--- src/rtl/pw_pkg.sv ---
package pw_pkg;

    localparam int PTE_W    = 64;
    localparam int BASE_W   = 40;
    localparam int BASE_LSB = 12;

    localparam int B_PRESENT = 0;
    localparam int B_RW      = 1;
    localparam int B_US      = 2;
    localparam int B_ACC     = 5;
    localparam int B_DIRTY   = 6;
    localparam int B_XD      = 63;

    typedef enum logic [1:0] {
        FT_NOTPRES = 2'd0,
        FT_WRITE   = 2'd1,
        FT_USER    = 2'd2,
        FT_EXEC    = 2'd3
    } fault_e;

    typedef struct packed {
        logic wr;
        logic user;
        logic exec;
    } access_t;

    typedef enum logic [2:0] {
        S_IDLE,
        S_RD_REQ,
        S_RD_WAIT,
        S_WR_REQ,
        S_DONE
    } state_e;

    function automatic logic [BASE_W-1:0] pte_frame(input logic [PTE_W-1:0] e);
        return e[BASE_LSB +: BASE_W];
    endfunction

endpackage

--- src/rtl/pw_addr_gen.sv ---
module pw_addr_gen
    import pw_pkg::*;
#(
    parameter int LEVELS = 4,
    parameter int IDX_W  = 9,
    parameter int OFF_W  = 12,
    localparam int VA_W  = LEVELS * IDX_W + OFF_W,
    localparam int PA_W  = BASE_W + OFF_W,
    localparam int LVL_W = $clog2(LEVELS),
    localparam int ENT_B = $clog2(PTE_W / 8)
) (
    input  logic [BASE_W-1:0] base,
    input  logic [VA_W-1:0]   vaddr,
    input  logic [LVL_W-1:0]  level,
    output logic [PA_W-1:0]   ent_addr
);

    logic [IDX_W-1:0] idx_tbl [LEVELS];

    // Level 0 takes the most significant index field.
    for (genvar g = 0; g < LEVELS; g++) begin : g_idx
        assign idx_tbl[g] = vaddr[OFF_W + IDX_W * (LEVELS - 1 - g) +: IDX_W];
    end

    assign ent_addr = {base, idx_tbl[level], {ENT_B{1'b0}}};

endmodule

--- src/rtl/pw_entry_check.sv ---
module pw_entry_check
    import pw_pkg::*;
(
    input  logic [PTE_W-1:0] entry,
    input  logic             is_leaf,
    input  access_t          acc,
    output logic             fault,
    output fault_e           ftype,
    output logic [PTE_W-1:0] upd_entry,
    output logic             need_wb
);

    always_comb begin
        fault = 1'b1;
        ftype = FT_NOTPRES;
        if (!entry[B_PRESENT]) begin
            ftype = FT_NOTPRES;
        end else if (acc.wr && !entry[B_RW]) begin
            ftype = FT_WRITE;
        end else if (acc.user && !entry[B_US]) begin
            ftype = FT_USER;
        end else if (acc.exec && entry[B_XD]) begin
            ftype = FT_EXEC;
        end else begin
            fault = 1'b0;
        end
    end

    always_comb begin
        upd_entry        = entry;
        upd_entry[B_ACC] = 1'b1;
        if (is_leaf && acc.wr) begin
            upd_entry[B_DIRTY] = 1'b1;
        end
        need_wb = !fault && (upd_entry != entry);
    end

endmodule

--- src/rtl/page_walker.sv ---
module page_walker
    import pw_pkg::*;
#(
    parameter int LEVELS = 4,
    parameter int IDX_W  = 9,
    parameter int OFF_W  = 12,
    localparam int VA_W  = LEVELS * IDX_W + OFF_W,
    localparam int PA_W  = BASE_W + OFF_W,
    localparam int LVL_W = $clog2(LEVELS)
) (
    input  logic              clk,
    input  logic              rst,
    input  logic [BASE_W-1:0] root_base,
    input  logic              req_valid,
    output logic              req_ready,
    input  logic [VA_W-1:0]   req_vaddr,
    input  logic              req_write,
    input  logic              req_user,
    input  logic              req_exec,
    output logic              mem_req_valid,
    input  logic              mem_req_ready,
    output logic              mem_req_write,
    output logic [PA_W-1:0]   mem_req_addr,
    output logic [PTE_W-1:0]  mem_req_wdata,
    input  logic              mem_rsp_valid,
    input  logic [PTE_W-1:0]  mem_rsp_data,
    output logic              rsp_done,
    output logic              rsp_fault,
    output logic [1:0]        rsp_fault_type,
    output logic [PA_W-1:0]   rsp_paddr
);

    localparam logic [LVL_W-1:0] LAST_LVL = LVL_W'(LEVELS - 1);

    state_e            state;
    logic [VA_W-1:0]   va_q;
    access_t           acc_q;
    logic [LVL_W-1:0]  level_q;
    logic [BASE_W-1:0] base_q;
    logic [PTE_W-1:0]  ent_q;
    logic              fault_q;
    fault_e            ftype_q;
    logic [PA_W-1:0]   paddr_q;

    logic              chk_fault;
    fault_e            chk_ftype;
    logic [PTE_W-1:0]  chk_upd;
    logic              chk_wb;
    logic              adv_go;
    logic [PTE_W-1:0]  adv_ent;

    pw_addr_gen #(
        .LEVELS (LEVELS),
        .IDX_W  (IDX_W),
        .OFF_W  (OFF_W)
    ) u_addr (
        .base     (base_q),
        .vaddr    (va_q),
        .level    (level_q),
        .ent_addr (mem_req_addr)
    );

    pw_entry_check u_chk (
        .entry     (mem_rsp_data),
        .is_leaf   (level_q == LAST_LVL),
        .acc       (acc_q),
        .fault     (chk_fault),
        .ftype     (chk_ftype),
        .upd_entry (chk_upd),
        .need_wb   (chk_wb)
    );

    assign req_ready      = (state == S_IDLE);
    assign mem_req_valid  = (state == S_RD_REQ) || (state == S_WR_REQ);
    assign mem_req_write  = (state == S_WR_REQ);
    assign mem_req_wdata  = ent_q;
    assign rsp_done       = (state == S_DONE);
    assign rsp_fault      = fault_q;
    assign rsp_fault_type = ftype_q;
    assign rsp_paddr      = paddr_q;

    // Move to the next level, or finish, once an entry is settled.
    always_comb begin
        adv_ent = (state == S_WR_REQ) ? ent_q : mem_rsp_data;
        adv_go  = ((state == S_RD_WAIT) && mem_rsp_valid && !chk_fault && !chk_wb)
               || ((state == S_WR_REQ) && mem_req_ready);
    end

    always_ff @(posedge clk) begin
        if (rst) begin
            state   <= S_IDLE;
            va_q    <= '0;
            acc_q   <= '0;
            level_q <= '0;
            base_q  <= '0;
            ent_q   <= '0;
            fault_q <= 1'b0;
            ftype_q <= FT_NOTPRES;
            paddr_q <= '0;
        end else begin
            case (state)
                S_IDLE: begin
                    if (req_valid) begin
                        va_q    <= req_vaddr;
                        acc_q   <= '{wr: req_write, user: req_user, exec: req_exec};
                        base_q  <= root_base;
                        level_q <= '0;
                        fault_q <= 1'b0;
                        ftype_q <= FT_NOTPRES;
                        state   <= S_RD_REQ;
                    end
                end
                S_RD_REQ: begin
                    if (mem_req_ready) state <= S_RD_WAIT;
                end
                S_RD_WAIT: begin
                    if (mem_rsp_valid) begin
                        if (chk_fault) begin
                            fault_q <= 1'b1;
                            ftype_q <= chk_ftype;
                            state   <= S_DONE;
                        end else if (chk_wb) begin
                            ent_q <= chk_upd;
                            state <= S_WR_REQ;
                        end
                    end
                end
                S_DONE: state <= S_IDLE;
                default: ;
            endcase
            if (adv_go) begin
                if (level_q == LAST_LVL) begin
                    paddr_q <= {pte_frame(adv_ent), va_q[OFF_W-1:0]};
                    state   <= S_DONE;
                end else begin
                    base_q  <= pte_frame(adv_ent);
                    level_q <= level_q + LVL_W'(1);
                    state   <= S_RD_REQ;
                end
            end
        end
    end

    a_r1_root_first: assert property (@(posedge clk) disable iff (rst)
        (req_valid && req_ready) |=> (mem_req_addr[PA_W-1:OFF_W] == $past(root_base)));

    a_r2_offset_kept: assert property (@(posedge clk) disable iff (rst)
        (rsp_done && !rsp_fault) |-> (rsp_paddr[OFF_W-1:0] == va_q[OFF_W-1:0]));

    a_r7_wb_accessed: assert property (@(posedge clk) disable iff (rst)
        (mem_req_valid && mem_req_write) |-> mem_req_wdata[B_ACC]);

    a_r9_done_pulse: assert property (@(posedge clk) disable iff (rst)
        rsp_done |=> (!rsp_done && req_ready));

    a_r9_req_hold: assert property (@(posedge clk) disable iff (rst)
        (mem_req_valid && !mem_req_ready) |=> (mem_req_valid && $stable(mem_req_addr)));

    a_r9_no_req_in_wait: assert property (@(posedge clk) disable iff (rst)
        (state == S_RD_WAIT) |-> !mem_req_valid);

    a_r10_fault_after_read: assert property (@(posedge clk) disable iff (rst)
        (rsp_done && rsp_fault) |-> ($past(state) == S_RD_WAIT));

endmodule

--- config.mk ---
export PLATFORM = sky130hd
export DESIGN_NAME = page_walker
export DESIGN_NICKNAME = d
export VERILOG_FILES = /design/src/rtl/pw_pkg.sv /design/src/rtl/pw_addr_gen.sv /design/src/rtl/pw_entry_check.sv /design/src/rtl/page_walker.sv
export SDC_FILE = /design/constraint.sdc
export NUM_CORES = 1
export LEC_CHECK = 0
export ABC_CLOCK_PERIOD_IN_PS = 4000
export BUFFER_PORTS_ARGS = -buffer_cell sky130_fd_sc_hd__buf_4
export CAP_MARGIN = 0
export CORE_ASPECT_RATIO = 1.1
export CORE_MARGIN = 4
export CORE_UTILIZATION = 30
export DETAILED_ROUTE_END_ITERATION = 7
export GPL_TIMING_DRIVEN = 0
export SLEW_MARGIN = 20
export SYNTH_ARGS = -nofsm -noshare
export SYNTH_HDL_FRONTEND = slang
export SYNTH_SLANG_ARGS = --single-unit
export TNS_END_PERCENT = 10
--- constraint.sdc ---
create_clock -name clk -period 4 [get_ports clk]
set_clock_uncertainty 0.05 [all_clocks]
set_input_delay 0.2 -clock clk [delete_from_list [all_inputs] [get_ports clk]]
set_output_delay 0.2 -clock clk [all_outputs]
set_load 0.02 [all_outputs]
; Word-level counts from Yosys, hierarchy flattened
; Index checks and enable logic that the tools add are counted.
[word_totals]
latch_bits = 0
romBits = 0
in_bits = 160
ram_bits = 0
regBits = 215
output_inout_bits = 175
n_memories = 0
[op_classes]
div_mod_pow = 0
addsub = 1
order_cmp = 1
muxes = 37
bitwise = 2
reduce_logical = 23
shifts = 0
eq_ne = 13
mul = 0
[ops]
columns = cell, count
row1 = 40-bit 2-to-1 mux, 4
row2 = 52-bit 2-to-1 mux, 1
row3 = 2-bit 2-to-1 mux, 11
row4 = 3-bit 2-to-1 mux, 7
row5 = 9-bit binary-select mux with 2-bit select, 1
row6 = 9-bit 2-to-1 mux, 2
row7 = 3-bit case mux with 4 select lines, 1
row8 = 1-bit logical AND, 9
row9 = 1-bit 2-to-1 mux, 8
row10 = 4-bit AND reduction, 2
row11 = 3-bit by 2-bit equality test with 1-bit output (second input constant), 2
row12 = 3-bit != test (second input constant), 2
row13 = 5-bit AND reduction, 1
row14 = 5-bit nonzero test, 1
row15 = 1-bit zero test, 4
row16 = 2-bit != test (second input constant), 2
row17 = 4-bit by 3-bit != test with 1-bit output (second input constant), 1
row18 = 2-bit case mux with 2 select lines, 1
row19 = 2-bit AND reduction, 2
row20 = 3-bit by 1-bit equality test with 1-bit output (second input constant), 1
row21 = 3-bit equality test (second input constant), 1
row22 = 3-bit >= comparator (second input constant), 1
row23 = 3-bit zero test, 1
row24 = 3-bit by 2-bit != test with 1-bit output (second input constant), 1
row25 = other kinds (9), 10

; Depth between registers and ports, before layout
; Gate-level depths: netlist of run 1.
[logic_depth]
ltp_word = 12
mapped_depth = 9
ltp_nobuf = 6

; Hierarchy
; From an unflattened synthesis of run 1, not the netlist that was laid out.
[hier_totals]
cells_unflattened = 1165
area_unflattened_um2 = 9719.3
[by_module_without_submodules]
columns = mod, seq_area_each_um2, area_each_um2, n_inst, cells_per_inst
row1 = page_walker, 4304.1, 8615.8, 1, 1034
row2 = pw_entry_check, 0.0, 558.0, 1, 76
row3 = pw_addr_gen, 0.0, 545.5, 1, 55

; Worst setup path after synthesis of run 1
; Ideal clock, no wire load.
[synth_timing]
path_kind = reg-to-reg
from = register state[1]
to = register acc_q[0] in the netlist's numbering
setup_ns = 0.070
synth_period_minus_slack_ns = 2.094
arrival_time_ns = 1.973
slack_ns = 1.906
stages_incl_launch_ff = 9
required_ns = 3.880
cell_sequence = dfxtp_1 > buf_2 > nor3_1 > and2_1 > clkbuf_1 > buf_2 > buf_1 > nand2_1 > a21oi_1
[synth_between]
elab_chain_len = 2
[synth_rtl]
columns = element, line_no
row1 = "start, declared", page_walker.sv:35  ; state_e state;
row2 = "start signal, assigned", page_walker.sv:91  ; state <= S_IDLE;
row3 = "start signal, assigned", page_walker.sv:110  ; state <= S_RD_REQ;
row4 = "start signal, assigned", page_walker.sv:114  ; if (mem_req_ready) state <= S_RD_WAIT;
row5 = 3-bit zero test, -
row6 = via req_ready, page_walker.sv:15  ; output logic req_ready,
row7 = 2-bit AND reduction (no line), -
row8 = "end signal, assigned", page_walker.sv:105  ; acc_q <= '{wr: req_write, user: req_user, exec: req_exec};
row9 = "end, declared", page_walker.sv:37  ; access_t acc_q;
; The timed path passes the listed nets, and every way through them passes these cells.
; A chain may end at the register's enable or synchronous reset.

; Worst setup path in the final report of run 1
[layout_timing]
from = register level_q[0]
to = register base_q[38]
[layout_between]
elab_chain_len = 9
elab_cells_between_ends = 10
classes_between = eq/ne (2) / mux (3) / reduce/logical (5)
[layout_rtl]
columns = element, line_no
row1 = "start, declared", page_walker.sv:38  ; logic [LVL_W-1:0] level_q;
row2 = "start signal, assigned", page_walker.sv:137  ; level_q <= level_q + LVL_W'(1);
row3 = 2-bit equality test (*), "page_walker.sv:65, page_walker.sv:132"
row4 = 1-bit logical AND, pw_entry_check.sv:32  ; if (is_leaf && acc.wr) begin
row5 = 1-bit 2-to-1 mux, pw_entry_check.sv:32
row6 = 2-bit != test, pw_entry_check.sv:35  ; need_wb = !fault && (upd_entry != entry);
row7 = 1-bit logical AND, pw_entry_check.sv:35
row8 = 1-bit zero test, page_walker.sv:85  ; adv_go = ((state == S_RD_WAIT) && mem_rsp_valid && !chk_fault && !chk_wb)
row9 = 1-bit logical AND, page_walker.sv:85
row10 = 1-bit logical OR, page_walker.sv:86  ; || ((state == S_WR_REQ) && mem_req_ready);
row11 = 40-bit 2-to-1 mux (*), page_walker.sv:131  ; if (adv_go) begin
row12 = "end signal, assigned", page_walker.sv:106  ; base_q <= root_base;
row13 = "end signal, assigned", page_walker.sv:136  ; base_q <= pte_frame(adv_ent);
row14 = "end, declared", page_walker.sv:39  ; logic [BASE_W-1:0] base_q;
; Every way passes the cells marked *; elsewhere a longest branch is shown, timed or not.

==> run metrics, run 1 <==
Mapped Area=8797 um2; Layout Utilization=48.78%; Comb pwr share=26.1%; slack of the worst reg-to-reg path=1160 ps; CTS H-tree lvls=1; final hold slack=8.519 ps; Setup crit end kind=flip-flop; # DRC=0; sequential area share after synthesis=48.93%; Max clock buf depth=3; sequential power share=35.5%; Switching Share=30.35%; fill count=2768; CP required=4360 ps; Leakage Power=5.544 nW; Async S/R FF share, synth=0%; Worst R2R Path Depth=8; Clk Latency, worst-skew pair=530 ps; vias in the first global route=9757; HPWL Detailed=27060 um; Psw=2.129 mW; I/O Buffers=331; CP Launch Type=flip-flop; f_max=351.8 MHz; Slew @ Worst Pin=905.6 ps; GRT Residual Overflow=0; clock share of power=38.5%; CTS tree=done; final setup TNS=0 ps; via/cell ratio=5.007; final setup violation count=0; fin crit period=2843 ps; CP Class=reg2reg; Syn. warnings=0; share of layout cells above drive strength 1=27.45%; CTS Sinks=215; total setup buffers inserted after CTS=0; row count=65; hold path depth=3; most common cell after layout, fill and taps aside=buf_4; Total Routed Length=36970 um; Hold EP=base_q[39]; CP max-delay cell=a32oi_2; Die Ht=187.6 um; Unique masters post-synth=47; Final Hold Fails=0; Iter 0 DRT Violations=507; Slew headroom=39.63%; final worst-path cycle share=71.07%; peak supply drop=0.0002731 V; antenna-violating nets left=0; commonest cells after routing, fill and taps aside=buf_4, nand2_1, dfxtp_1; core area=28790 um2; initial antenna violation count=2; RR Startpoint=level_q[0]; first-pass GRT wire length=56090 um; I/O Pins=335; largest net degree at the start of global routing=14; Slew Limit Fails=0; arrival time worst endpoint=3210 ps; PwrDens=499.6 nW/um2; clock buffer count from CTS=25; Clock Pin Slew Worst Setup and Hold Paths=60 ps; chip width=171.3 um; cell family with most CP delay=compound AO/OA/AOI/OAI gates; slowest stage delay, CP=610 ps; crit-path cells=ha_1, buf_2, nand3b_1, and2_1, a32oi_2, nor2_1, clkbuf_1, a211oi_1; final instance area=14040 um2; clk root buf=clkbuf_16; Max-Cap Viols=0; worst hold path type=in2reg; cell count after synthesis=1013; RSZ-0062 raised after global routing=false; via count=9478; hold path start=root_base[39]; area post-placement=11750 um2; EDFF count, synth=0; Worst Path Buf+Inv=2; Yosys reg bits=215; FF-to-FF End=base_q[38]; Synth Flop Type=dfxtp_1; status=finished clean; WL per Instance=19.53 um; synth-to-layout area growth=59.64%; DIE AREA=32130 um2; Cell Int Power=4.887 mW; Initial Utilization=30.56%; critical path peak fanout=10; gr usage total=21.96%; fin nets=1665; global placement routability congestion=0.8451; drt pass-1 iters=5; Synth Area per Inst=8.684 um2
==> kinds of logic after synthesis <==
kind of cell               Yosys count  synth area share [%]
and+or+nand+nor                    323                 15.90
buffers and inverters              105                 5.206
adders and majority gates            1                0.1422
DFF                                215                 48.93
AOI/OAI and AO/OA                  319                 22.93
other                                1               0.04263
muxes                               49                 6.855
==> synthesized netlist by cell type (all sizes together) (3+ instances only) <==
| master | count | area share [%] |
|---|---|---|
| clkbuf | 64 | 2.7 |
| o21ai | 15 | 0.85 |
| nand3 | 16 | 0.91 |
| inv | 3 | 0.13 |
| nand2 | 233 | 9.9 |
| dfxtp | 215 | 49 |
| buf | 38 | 2.3 |
| nand2b | 4 | 0.28 |
| nor2 | 13 | 0.55 |
| mux2i | 40 | 4.6 |
| and2 | 45 | 3.2 |
| a211oi | 81 | 6.9 |
| a221oi | 42 | 4.3 |
| a21oi | 168 | 9.6 |
| mux4 | 9 | 2.3 |
==> worst min-delay path, stage by stage <==
cell and delay [ps]:
buf_4 80, a221oi_1 60, a211oi_1 190
==> stage by stage <==
step                cells  setup WS [ps]  total power, mW
floorplan            1015           1906            3.522
global placement     1714           1205            4.233
finish               1893           1157            7.016
CTS                  1891           1140            7.055
global route         1892           1007            7.319
detailed placement   1714           1170            4.250
==> flip-flops by register name, indices dropped and copies added, names as in the netlist <==
signal,flops
base_q,40
rsp_fault,1
acc_q,3
mem_req_wdata,64
level_q,2
va_q,48
rsp_fault_type,2
rsp_paddr,52
state,3
==> metal layers <==
| metal | share of wire [%] | global-route usage (%) | up-vias |
|---|---|---|---|
| met5 | 0.019 | 0 | - |
| met4 | 3.3 | 7.315 | 2 |
| met3 | 8.4 | 6.304 | 69 |
| met2 | 48 | 37.30 | 366 |
| met1 | 40 | 26.58 | 4480 |
| li1 | - | - | 4561 |
==> layout make-up <==
class	count	area [um2]	share of cell area, %
inverters	3	11.26	0.08019
repair buffers	462	3796	27.03
diodes	2	5.005	0.03564
clock buffers	33	705.7	5.025
flip-flops and latches	215	4304	30.65
plain buffers	102	446.7	3.181
well taps	368	460.4	3.279
multi-input cells	695	4043	28.79
clock inverters	13	271.5	1.933
==> power by group through the flow <==
stage | Clock, mW | Sequential [mW] | Combinational (mW)
after global routing | 2.82 | 2.51 | 1.99
after global placement | 0 | 2.53 | 1.70
after floorplan | 0 | 2.63 | 0.896
after detailed placement | 0 | 2.53 | 1.72
final | 2.70 | 2.49 | 1.83
after CTS | 2.73 | 2.49 | 1.83
==> what timing repair did <==
action                     in CTS  in global routing
setup endpoints to repair       0                  0
gates resized for setup         0                  0
hold buffers                  131                  0
hold endpoints to repair      130                  0
==> worst max-delay path by stage <==
stage                from          to  cells after the start
6_report       level_q[0]  base_q[38]                      8
5_1_grt        level_q[0]  base_q[38]                      8
4_1_cts        level_q[0]  base_q[38]                      8
3_5_place_dp   level_q[0]  base_q[38]                      8
3_3_place_gp   level_q[0]  base_q[36]                      8
2_1_floorplan    state[1]    acc_q[0]                      8
No activity file was read; power rests on OpenSTA's default activity.
==> run 2, diff against run 1 <==
--- a/config.mk
+++ b/config.mk
@@ -5,7 +5,7 @@
 export SDC_FILE = /design/constraint.sdc
 export NUM_CORES = 1
 export LEC_CHECK = 0
-export ABC_CLOCK_PERIOD_IN_PS = 4000
+export ABC_CLOCK_PERIOD_IN_PS = 2300
 export BUFFER_PORTS_ARGS = -buffer_cell sky130_fd_sc_hd__buf_4
 export CAP_MARGIN = 0
 export CORE_ASPECT_RATIO = 1.1
==> constraint.sdc (replaced) <==
create_clock -name clk -period 2.3 [get_ports clk]
set_clock_uncertainty 0.05 [all_clocks]
set_input_delay 0.115 -clock clk [delete_from_list [all_inputs] [get_ports clk]]
set_output_delay 0.115 -clock clk [all_outputs]
set_load 0.02 [all_outputs]
==> run 2 against run 1 <==
Effect of this change: cell count increased by 1.4%; die area unchanged; via count increased by 1.3%; sequential share of layout area decreased by 0.81 points; total power increased by 75%; flip-flop and latch count unchanged; non-clock buffer count increased by 28; worst setup slack got worse by 1000 ps; sequential power increased by 74%; register-to-register slack got worse by 1000 ps; global-route usage increased by 0.092 points; largest power group unchanged.
==> run metrics, run 2 (synthesis results as in run 1) <==
Initial Utilization=30.56%; chip width=171.3 um; Worst Path Buf+Inv=3; final instance area=14440 um2; CP Launch Type=flip-flop; final setup violation count=0; I/O Buffers=331; CP required=2620 ps; global placement routability congestion=0.8451; Power, Total=12.31 mW; Final Hold Fails=0; drt pass-1 iters=5; HPWL Detailed=27060 um; Leakage Power=5.767 nW; RSZ-0062 raised after global routing=true; DIE AREA=32130 um2; gr usage total=22.05%; worst hold path type=in2reg; Slew Limit Fails=0; crit-path cells=ha_1, buf_6, nand3b_1, and2_4, a32o_2, buf_6, buf_6, a221oi_1, a211oi_1; critical path peak fanout=10; CP Class=reg2reg; CTS H-tree lvls=1; peak supply drop=0.0004730 V; row count=65; max reg flops=64; initial antenna violation count=2; clk root buf=clkbuf_16; Clock Pin Slew Worst Setup and Hold Paths=60 ps; largest net degree at the start of global routing=14; final worst-path cycle share=95.07%; WL per Instance=19.26 um; Clk Latency, worst-skew pair=530 ps; final hold slack=48.26 ps; antenna-violating nets left=0; status=finished clean; setup ws final=113.4 ps; fin nets=1693; Max-Cap Viols=0; slowest stage delay, CP=360 ps; f_max=457.3 MHz; GRT Residual Overflow=0; Layout Utilization=50.14%; first-pass GRT wire length=56480 um; area post-placement=11750 um2; final setup TNS=0 ps; Iter 0 DRT Violations=541; clock buffer count from CTS=25; fin crit period=2187 ps; Slew @ Worst Pin=893.4 ps; CTS tree=done; via/cell ratio=4.998; Total Routed Length=36980 um; placed cells=1714; Die Ht=187.6 um; CP max-delay cell=dfxtp_2; Slew headroom=40.44%; Max clock buf depth=3; # DRC=0; DP Worst Slack=-530.2 ps; most frequent CP cell=buf_6; cell family with most CP delay=compound AO/OA/AOI/OAI gates; synth-to-layout area growth=64.09%; fill count=2721; PwrDens=853.0 nW/um2; commonest cells after routing, fill and taps aside=buf_4, nand2_1, dfxtp_1; most common cell after layout, fill and taps aside=buf_4; arrival time worst endpoint=2510 ps; I/O Pins=335; fin cells=1920; via count=9597; vias in the first global route=9903; CTS Sinks=215; share of layout cells above drive strength 1=29.46%; Setup crit end kind=flip-flop; core area=28790 um2
-- run 2: layout make-up --
| type | count | area [um2] | area share, % |
|---|---|---|---|
| Antenna cell | 1 | 2.502 | 0.01734 |
| Buffer | 101 | 511.7 | 3.545 |
| Clock buffer | 33 | 705.7 | 4.889 |
| Clock inverter | 13 | 271.5 | 1.881 |
| Inverter | 3 | 11.26 | 0.07801 |
| Multi-Input combinational cell | 695 | 4083 | 28.28 |
| Sequential cell | 215 | 4308 | 29.84 |
| Tap cell | 368 | 460.4 | 3.190 |
| Timing Repair Buffer | 491 | 4081 | 28.27 |
-- run 2: worst register-to-register path: stages (launching register included) --
cell and delay, ps:
dfxtp_2 360, ha_1 170, buf_6 150, nand3b_1 110, and2_4 190, a32o_2 290, buf_6 170, buf_6 160
a221oi_1 310, a211oi_1 90
-- run 2: power breakdown --
group	switching (mW)	leakage [nW]	internal [mW]
clock network	1.63	0.477	3.05
logic	1.85	3.54	1.45
registers	0.234	1.75	4.10
-- run 2: final timing paths --
path / from / endpoint / slack, ps / depth (start not counted)
min reg2reg: mem_req_wdata[61] / mem_req_wdata[61] / 400 / 2
max: level_q[0] / base_q[35] / 110 / 9
max reg2reg: level_q[0] / base_q[35] / 110 / 9
min: rst / state[0] / 50 / 4
-- run 2: routing by layer --
metal / track usage [%] / share of wire (%)
met5: 0 / 0.019
met4: 6.980 / 3.1
met3: 5.882 / 7.7
met2: 37.81 / 48
met1: 26.82 / 41
-- run 2: timing repair --
action / 4_1_cts / 5_1_grt
hold buffers: 158 / 0
resized for setup: 29 / 35
endpoints found under the setup margin: 212 / 207
gates cloned: 0 / 0
buffers inserted: 2 / 0
hold endpoints to repair: 190 / 0
pin swaps: 1 / 1
==> run 3, diff against run 2 <==
==> constraint.sdc (replaced) <==
create_clock -name clk -period 2.3 [get_ports clk]
set_clock_uncertainty 0.05 [all_clocks]
set_input_delay 0 -clock clk [delete_from_list [all_inputs] [get_ports clk]]
set_output_delay 0 -clock clk [all_outputs]
set_load 0.02 [all_outputs]
==> run 3 against run 2 <==
Effect of this change: cell area up 0.41%; total power up 0.47%; cell count about the same; critical path depth down 3; wire length up 0.52%; worst hold slack worse by 7.4 ps; clock-buffer cell count unchanged; critical path type is now in2reg; largest power group unchanged; sequential share of layout area down 0.12 points; critical endpoint is now va_q[41]; die area unchanged.
==> run metrics, run 3 (synthesis results as in run 1) <==
most common cell after layout, fill and taps aside=buf_4; chip width=171.3 um; Clock Pin Slew Worst Setup and Hold Paths=60 ps; I/O Pins=335; CP Class=in2reg; final setup violation count=0; share of layout cells above drive strength 1=29.96%; WL per Instance=19.35 um; RR Startpoint=level_q[0]; CTS Sinks=215; CP Launch Type=input port; first-pass GRT wire length=56520 um; Setup crit end kind=flip-flop; core area=28790 um2; clk root buf=clkbuf_16; placed cells=1714; Hold EP=state[2]; global placement routability congestion=0.8451; HPWL Detailed=27060 um; max reg flops=64; largest net degree at the start of global routing=14; CTS H-tree lvls=1; I/O Buffers=331; Slew Limit Fails=0; Layout Utilization=50.34%; Worst R2R Path Depth=9; antenna-violating nets left=0; fin crit period=2227 ps; PwrDens=853.5 nW/um2; final worst-path cycle share=96.84%; Initial Utilization=30.56%; Iter 0 DRT Violations=480; Slew @ Worst Pin=916.9 ps; row count=65; # DRC=0; final setup TNS=0 ps; worst hold path type=in2reg; Leakage Power=5.780 nW; drt pass-1 iters=5; GRT Residual Overflow=0; Clk Latency, worst-skew pair=530 ps; synth-to-layout area growth=64.76%; RSZ-0062 raised after global routing=true; fin nets=1694; via count=9610; Die Ht=187.6 um; critical path peak fanout=10; CTS tree=done; peak supply drop=0.0004725 V; arrival time worst endpoint=2560 ps; clock buffer count from CTS=25; hold path start=req_valid; vias in the first global route=9909; via/cell ratio=5.003; hold path depth=4; fill count=2713; Final Hold Fails=0; gr usage total=22.06%; commonest cells after routing, fill and taps aside=buf_4, nand2_1, dfxtp_1; Max clock buf depth=3; status=finished clean; initial antenna violation count=2; DIE AREA=32130 um2; Slew headroom=38.88%; Max-Cap Viols=0; FF-to-FF End=base_q[38]; f_max=449.0 MHz; Total Routed Length=37170 um; CP required=2630 ps; fin cells=1921; slack of the worst reg-to-reg path=80 ps
run 3: worst max-delay path by stage:
stage	start	endpoint	slack (ps)	cells past startpoint
after floorplan	state[1]	va_q[41]	210	8
after global placement	level_q[0]	base_q[36]	-490	8
after detailed placement	level_q[0]	base_q[38]	-530	8
after CTS	state[1]	mem_req_wdata[54]	-20	8
after global routing	rst	mem_req_wdata[39]	-70	6
final	rst	va_q[41]	70	6
run 3: routing by layer:
layer | vias up | part of all wire (%) | routed length, um | global-route usage [%]
li1 | 4625 | - | - | -
met3 | 64 | 8.0 | 2964 | 5.903
met1 | 4554 | 41 | 15140 | 26.82
met4 | 2 | 3.0 | 1132 | 6.980
met5 | - | 0.019 | 7 | 0
met2 | 365 | 48 | 17930 | 37.83
run 3: power breakdown:
group          total (mW)  internal [mW]  switching [mW]
Sequential           4.34           4.10           0.234
Combinational        3.35           1.47            1.88
Clock                4.69           3.05            1.64
Total                12.4           8.62            3.75
run 3: layout make-up:
| class | instances | area [um2] | area share, % |
|---|---|---|---|
| clock inverter | 13 | 271.5 | 1.873 |
| buffer | 101 | 511.7 | 3.531 |
| tap | 368 | 460.4 | 3.177 |
| clock buffer | 33 | 705.7 | 4.869 |
| multi-input combinational | 695 | 4131 | 28.50 |
| antenna | 1 | 2.502 | 0.01727 |
| sequential | 215 | 4308 | 29.72 |
| timing repair buffer | 492 | 4091 | 28.23 |
| inverter | 3 | 11.26 | 0.07769 |
run 3: worst max-delay path, stage by stage:
cell,delay [ps]
dlygate4sd3_1,570
buf_4,140
clkbuf_1,430
buf_1,750
clkbuf_1,560
a21oi_1,110
run 3: metrics by stage:
step	setup WS (ps)	power, mW	area, um2	hold slack [ps]
global route	-65.55	12.91	14490	136.0
global placement	-494.7	7.362	11750	197.0
CTS	-18.73	12.36	14400	0.2386
floorplan	206.4	6.125	8805	85.96
detailed placement	-530.2	7.391	11750	207.6
finish	72.59	12.37	14490	40.89
run 3: timing repair:
action | in CTS | in global routing
gates resized for setup | 29 | 38
endpoints found under the hold margin | 199 | 0
hold buffers | 159 | 0
buffers inserted | 2 | 0
cloned | 0 | 0
endpoints found under the setup margin | 210 | 208
pin swaps | 1 | 1
